**src/rtl/gpio_port_pkg.sv**
```systemverilog
package gpio_port_pkg;
  localparam int PIN_COUNT  = 6;
  localparam int REG_BITS   = 8;
  localparam int ADDR_BITS  = 2;

  typedef enum logic [ADDR_BITS-1:0] {
    ADDR_VALUE = 2'd0,
    ADDR_DIR   = 2'd1,
    ADDR_PULL  = 2'd2,
    ADDR_SLEW  = 2'd3
  } regAddr_t;

  typedef struct packed {
    logic     wrValue;
    logic     wrDir;
    logic     wrPull;
    logic     wrSlew;
    logic     rdEn;
    regAddr_t rdSel;
  } regStrobe_t;
endpackage

```
**src/rtl/gpio_port_ctrl.sv**
```systemverilog
module gpio_port_ctrl
  import gpio_port_pkg::*;
(
  input  logic                 busSel,
  input  logic                 busWr,
  input  logic [ADDR_BITS-1:0] busAddr,
  output regStrobe_t           strobes
);
  always_comb begin
    strobes       = '0;
    strobes.rdSel = regAddr_t'(busAddr);
    strobes.rdEn  = busSel && !busWr;
    if (busSel && busWr) begin
      unique case (regAddr_t'(busAddr))
        ADDR_VALUE: strobes.wrValue = 1'b1;
        ADDR_DIR:   strobes.wrDir   = 1'b1;
        ADDR_PULL:  strobes.wrPull  = 1'b1;
        ADDR_SLEW:  strobes.wrSlew  = 1'b1;
        default:    ;
      endcase
    end
  end
endmodule

```
**src/rtl/gpio_port_datapath.sv**
```systemverilog
module gpio_port_datapath
  import gpio_port_pkg::*;
#(
  parameter int PINS  = PIN_COUNT,
  parameter int REG_W = REG_BITS
) (
  input  logic             clk,
  input  logic             rstN,
  input  regStrobe_t       strobes,
  input  logic [REG_W-1:0] busWdata,
  output logic [REG_W-1:0] busRdata,
  input  logic [PINS-1:0]  padIn,
  input  logic [PINS-1:0]  periphOwn,
  input  logic [PINS-1:0]  periphOut,
  input  logic [PINS-1:0]  periphOe,
  output logic [PINS-1:0]  padOut,
  output logic [PINS-1:0]  padOe,
  output logic [PINS-1:0]  padPull,
  output logic [PINS-1:0]  padSlew
);
  localparam int FILL_W = REG_W - PINS;

  logic [PINS-1:0] valueReg, dirReg, pullReg, slewReg;
  logic [PINS-1:0] syncA, syncB;
  logic [PINS-1:0] pinView, regView;

  always_ff @(posedge clk) begin
    if (!rstN) begin
      valueReg <= '0;
      dirReg   <= '0;
      pullReg  <= '0;
      slewReg  <= '0;
      syncA    <= '0;
      syncB    <= '0;
    end else begin
      if (strobes.wrValue) valueReg <= busWdata[PINS-1:0];
      if (strobes.wrDir)   dirReg   <= busWdata[PINS-1:0];
      if (strobes.wrPull)  pullReg  <= busWdata[PINS-1:0];
      if (strobes.wrSlew)  slewReg  <= busWdata[PINS-1:0];
      syncA <= padIn;
      syncB <= syncA;
    end
  end

  for (genvar i = 0; i < PINS; i++) begin : g_pin
    always_comb begin
      padOut[i]  = periphOwn[i] ? periphOut[i] : valueReg[i];
      padOe[i]   = periphOwn[i] ? periphOe[i]  : dirReg[i];
      padPull[i] = pullReg[i] & ~dirReg[i];
      padSlew[i] = slewReg[i];
      pinView[i] = dirReg[i] ? valueReg[i] : syncB[i];
    end
  end

  always_comb begin
    unique case (strobes.rdSel)
      ADDR_VALUE: regView = pinView;
      ADDR_DIR:   regView = dirReg;
      ADDR_PULL:  regView = pullReg;
      ADDR_SLEW:  regView = slewReg;
      default:    regView = '0;
    endcase
    busRdata = strobes.rdEn ? {{FILL_W{1'b0}}, regView} : '0;
  end

  // a data write lands in every bit at the next edge
  p_value_latch_r4: assert property (@(posedge clk) disable iff (!rstN)
    strobes.wrValue |=> valueReg == $past(busWdata[PINS-1:0]));

  // first cycle out of reset leaves non-owned pins undriven
  p_reset_hiz_r1: assert property (@(posedge clk)
    $rose(rstN) |-> ((padOe & ~periphOwn) == '0 && padPull == '0 && padSlew == '0));

  // output enable only moves when a direction write or peripheral input moves
  p_oe_hold_r6: assert property (@(posedge clk) disable iff (!rstN)
    !strobes.wrDir |=> (!($stable(periphOwn) && $stable(periphOe)) || $stable(padOe)));

  // pullup changes only through a pullup or direction write
  p_pull_hold_r7: assert property (@(posedge clk) disable iff (!rstN)
    (!strobes.wrPull && !strobes.wrDir) |=> $stable(padPull));

  // slew changes only through a slew write
  p_slew_hold_r8: assert property (@(posedge clk) disable iff (!rstN)
    !strobes.wrSlew |=> $stable(padSlew));
endmodule

```
**src/rtl/gpio_shared_port.sv**
```systemverilog
module gpio_shared_port
  import gpio_port_pkg::*;
#(
  parameter int PINS  = PIN_COUNT,
  parameter int REG_W = REG_BITS
) (
  input  logic                 clk,
  input  logic                 rstN,
  input  logic                 busSel,
  input  logic                 busWr,
  input  logic [ADDR_BITS-1:0] busAddr,
  input  logic [REG_W-1:0]     busWdata,
  output logic [REG_W-1:0]     busRdata,
  input  logic [PINS-1:0]      padIn,
  input  logic [PINS-1:0]      periphOwn,
  input  logic [PINS-1:0]      periphOut,
  input  logic [PINS-1:0]      periphOe,
  output logic [PINS-1:0]      padOut,
  output logic [PINS-1:0]      padOe,
  output logic [PINS-1:0]      padPull,
  output logic [PINS-1:0]      padSlew
);
  regStrobe_t strobes;

  gpio_port_ctrl u_ctrl (
    .busSel  (busSel),
    .busWr   (busWr),
    .busAddr (busAddr),
    .strobes (strobes)
  );

  gpio_port_datapath #(.PINS(PINS), .REG_W(REG_W)) u_dp (
    .clk       (clk),
    .rstN      (rstN),
    .strobes   (strobes),
    .busWdata  (busWdata),
    .busRdata  (busRdata),
    .padIn     (padIn),
    .periphOwn (periphOwn),
    .periphOut (periphOut),
    .periphOe  (periphOe),
    .padOut    (padOut),
    .padOe     (padOe),
    .padPull   (padPull),
    .padSlew   (padSlew)
  );
endmodule

```
**config.mk**
```make
export PLATFORM = sky130hd
export DESIGN_NAME = gpio_shared_port
export DESIGN_NICKNAME = d
export VERILOG_FILES = /design/src/rtl/gpio_port_pkg.sv /design/src/rtl/gpio_port_ctrl.sv /design/src/rtl/gpio_port_datapath.sv /design/src/rtl/gpio_shared_port.sv
export SDC_FILE = /design/constraint.sdc
export NUM_CORES = 1
export LEC_CHECK = 0
export BUFFER_PORTS_ARGS = -buffer_cell sky130_fd_sc_hd__buf_2
export CAP_MARGIN = 0
export CORE_MARGIN = 10
export CORE_UTILIZATION = 38
export CTS_CLUSTER_SIZE = 24
export DETAILED_ROUTE_END_ITERATION = 10
export PLACE_DENSITY_LB_ADDON = 0.25
export REMOVE_ABC_BUFFERS = 1
export SLEW_MARGIN = 30
export SYNTH_ARGS = -nofsm -noshare
export SYNTH_HDL_FRONTEND = slang
export SYNTH_HIERARCHICAL = 1
export SYNTH_SLANG_ARGS = --single-unit
```
**constraint.sdc**
```tcl
create_clock -name clk -period 1.4 [get_ports clk]
set_input_delay 0.28 -clock clk [delete_from_list [all_inputs] [get_ports clk]]
set_output_delay 0.28 -clock clk [all_outputs]
set_load 0.1 [all_outputs]
```
Word-level counts from Yosys, hierarchy flattened. Cells that the tools add are included.

Register bits: 36. Bits in latches: 0. Bits in writable memories: 0. Bits in read-only memories: 0. Input bits: 38. Output and inout bits: 32. Logic and storage cells: 50. Memories: 0.

Add/sub/neg operators: 0. $mul: 0. Divide/modulo/power cells: 0. Magnitude comparators: 0. Equal/unequal tests: 3. Shifts and indexed selects: 0. Mux-type cells: 25. Bitwise operators: 12. Reduce and logical (&&, ||, !) cells: 4.

Operators by type and width (count): $pmux W6 S4 (1); $mux W1 (22); $and A1 B1 Y1 (6); $mux W6 (1); $not A1 Y1 (6); $eq A2 B2 Y1 const B (2); $mux W4 (1); $eq A2 B1 Y1 const B (1); $logic_and A1 B1 Y1 (2); $logic_not A2 Y1 (1); $logic_not A1 Y1 (1).

Logic depth before layout (Yosys ltp).
Word-level depth: 3. Gate-level depth with buffers: 5.

By module. The synthesis kept the hierarchy.

Modules (own cells, without submodules): gpio_port_datapath (instances 1, cells each 152, area each 1696.6 µm²); gpio_port_ctrl (instances 1, cells each 7, area each 62.6 µm²).

Worst setup path before layout. Ideal clock, no wire load.

Path kind: flip-flop to output port. Start: register u_dp.slewReg[0] (netlist: u_dp/padSlew[0]). End: output busRdata[0]. Arrival: 2.593 ns. Slack: -1.473 ns. Stages on the path, launching flop included: 3. Buffers on the path: 0. Cell sequence: dfxtp_1 mux2i_1 a221oi_2.

Longest elaborated chain between the ends: 2.

Ends and longest elaborated chain: from (decl) (line gpio_port_datapath.sv:23) `logic [PINS-1:0] valueReg, dirReg, pullReg, slewReg;`; from (signal assigned) (line gpio_port_datapath.sv:39) `if (strobes.wrSlew) slewReg <= busWdata[PINS-1:0];`; $pmux W6 S4 (line gpio_port_datapath.sv:56) `unique case (strobes.rdSel)`; $mux W6 (line gpio_port_datapath.sv:63) `busRdata = strobes.rdEn ? {{FILL_W{1'b0}}, regView} : '0;`; to (decl) (line gpio_shared_port.sv:13) `output logic [REG_W-1:0] busRdata,`.

Every way passes these cells.

Worst setup path after layout.
Start: register u_dp.dirReg[2]. End: output busRdata[2].

Longest elaborated chain between the ends: 3.

Ends and longest elaborated chain: from (decl) (line gpio_port_datapath.sv:23); from (signal assigned) (line gpio_port_datapath.sv:37) `if (strobes.wrDir) dirReg <= busWdata[PINS-1:0];`; $mux W1 (line gpio_port_datapath.sv:51) `pinView[i] = dirReg[i] ? valueReg[i] : syncB[i];`; $pmux W6 S4 (*) (line gpio_port_datapath.sv:56); $mux W6 (*) (line gpio_port_datapath.sv:63).

Mark *: on every way between the ends. The rest lies on a longest branch, timed or not.

==> run metrics <==
Max Slew Vio Count=0; largest area contributor in the netlist=dfxtp_1; outcome=complete, but fails checks; Die Y-Extent=88.04 um; port bufs=65; worst clock skew=0.0007975 ns; yosys warns=6; critical path's slowest cell=dfxtp_4; Overall Global Routing Usage=12.26%; final hold viol count=0; core box area=4414 um2; CTS buffer count=5; drt wl/cell=15.97 um; H-tree depth=2; final instance area=2838 um2; layout cell share with drive strength beyond 1=52.87%; clk slew on worst S/H paths=0.07 ns; ANT cells=0; Worst R2R Setup Slack=0.65 ns; sequential share of the synthesized area=40.97%; Total Power=2.527 mW; CTS tree=done; Starting Density=39.85%; die area=7751 um2; GRT overflow=0; cell count of the worst reg-to-reg path=3; hpwl dp=3704 um; Post-Syn Area=1759 um2; Nets=281; Filler cells=369; largest net degree at the start of global routing=37; post-CTS setup buffers=0; crit path buf inv count=1; Site Rows=24; DRC=0; min Tclk post-route=1.631 ns; top cells by area, synth=dfxtp_1 41%, mux2i_1 20%, nor2b_1 11%; Top delay family on crit path=flip-flops; Peak VDD IR=697.7 uV; Synth Flop Type=dfxtp_1; Max Cap Violations=0; drt via density=4.861; critical path class=register to output port; initial antenna violation count=0; PD cells=890.4 nW/um2; Post-Route WL=4726 um; WP data required=1.12 ns; hold path startpoint=padIn[5]; width of the die=88.04 um; asr flop ratio synth=0%; Max stage delay on crit path=0.36 ns; Skew-Pair Late Insertion Delay=0.29 ns; startpoint types=register; period utilization=116.5%; Sink Count=36; crit-path max FO=4; Starting DRT DRC Count=45; GPL Wtd Cong=0.7401; Max Clk Rate=613.2 MHz; Synth Register Bits=36; CTS Hold Buffers Added=0; top cell type's share of synthesized area=40.97%; maximum clock path buffer count=2; placed inst area=2655 um2; Avg Cell Area, Syn=11.06 um2; vias in the first global route=1,510; RSZ-0062 raised after global routing=yes; Final ANT Viol Nets=0; Final WS setup=-0.2307 ns; final setup fails=10; Synth top cells by count=36 x dfxtp_1, 36 x mux2i_1, 31 x nor2b_1, 12 x and2_1, 12 x mux2_2; Leakage=1.161 nW; CTS Root Cell=clkbuf_8; HP Class=input port to register; First-pass DRT Iterations=4; area delta synth->final=61.31%; final core occ=64.29%; pre-CTS WS=-0.1800 ns; vias=1,439; count of different cell masters after synthesis=17; worst path cell trace=mux2i_1 > a221oi_2 > buf_12; Worst R2R Start=u_dp/padSlew[0]; Hold Path End=u_dp/syncA[5]; reg-to-reg endpoint=u_dp/padSlew[0]; Setup crit end kind=output port; I/O pin total=70; first-pass GRT wire length=7479 um; Post-Syn Instances=159; violated checks=negative setup slack; Post-synth EDFFs=0; WP data arrival=1.35 ns; Worst Hold Depth=2
==> worst max path at each step <==
| stage | start | endpoint | slack, ns | depth (start not counted) |
|---|---|---|---|---|
| 6_report | u_dp/dirReg[2] | busRdata[2] | -0.23 | 3 |
| 5_1_grt | u_dp/dirReg[2] | busRdata[2] | -0.30 | 3 |
| 4_1_cts | u_dp/dirReg[2] | busRdata[2] | -0.24 | 3 |
| 3_5_place_dp | busSel | busRdata[2] | -0.18 | 6 |
| 3_3_place_gp | busAddr[1] | busRdata[0] | -0.17 | 4 |
| 2_1_floorplan | u_dp/padSlew[0] | busRdata[0] | -1.47 | 2 |
==> routing by layer <==
layer / share of wire [%] / wire length [um] / vias to the layer above / track usage [%]
met5: 0 / 0 / - / 0
met2: 44 / 2103 / 58 / 18.72
met4: 1.3 / 60 / 0 / 3.852
met1: 42 / 2006 / 660 / 14.26
met3: 12 / 555 / 5 / 6.964
li1: - / - / 716 / -
==> cell type report <==
class	count	area, um2	area share [%]
sequential	36	735.7	25.93
multi-input combinational	111	1016	35.80
tap	52	65.06	2.293
timing repair buffer	89	930.9	32.80
clock buffer	8	90.09	3.175
==> what timing repair did <==
action	in CTS	in global routing
gates resized for setup	20	12
cloned	0	0
pin swaps	6	0
setup endpoints to repair	16	19
==> placed cells by master (no fill, tap or decap), types with 6 or more instances in the layout <==
cell and count:
clkbuf_8 6, buf_4 20, mux2i_1 36, a221oi_2 6, dfxtp_2 6, dfxtp_1 28, buf_2 36, nor2b_1 25
buf_12 27, mux2_2 6, o21ai_1 6, and2_1 12, mux2_4 6
==> cell families (layout without fill, tap and decap cells) <==
logic type	after synthesis	in the layout	share of synthesized area [%]
AOI/OAI and AO/OA	12	12	6.828
buffers and inverters	13	97	4.765
and+or+nand+nor	49	49	19.06
DFF	36	36	40.97
other	1	2	0.2132
muxes	48	48	28.17
==> through the flow <==
stage | hold slack, ns | setup TNS (ns) | cells
after floorplan | 0.4017 | -12.19 | 147
after global placement | 0.4145 | -0.8560 | 288
after detailed placement | 0.4181 | -0.9727 | 288
after CTS | 0.1834 | -1.766 | 296
after global routing | 0.1873 | -2.210 | 296
final | 0.1936 | -1.597 | 296
==> registers in the layout, indices dropped and copies added (netlist names) <==
| register | flops |
|---|---|
| u_dp/syncA | 6 |
| u_dp/padSlew | 6 |
| u_dp/valueReg | 6 |
| u_dp/syncB | 6 |
| u_dp/pullReg | 6 |
| u_dp/dirReg | 6 |
==> where the power goes <==
part	total, mW	internal (mW)	switching [mW]
Sequential	1.07	1.05	0.0161
Combinational	0.709	0.279	0.429
Clock	0.749	0.401	0.348
Total	2.53	1.73	0.794
Power figures use the tool's default switching activity.
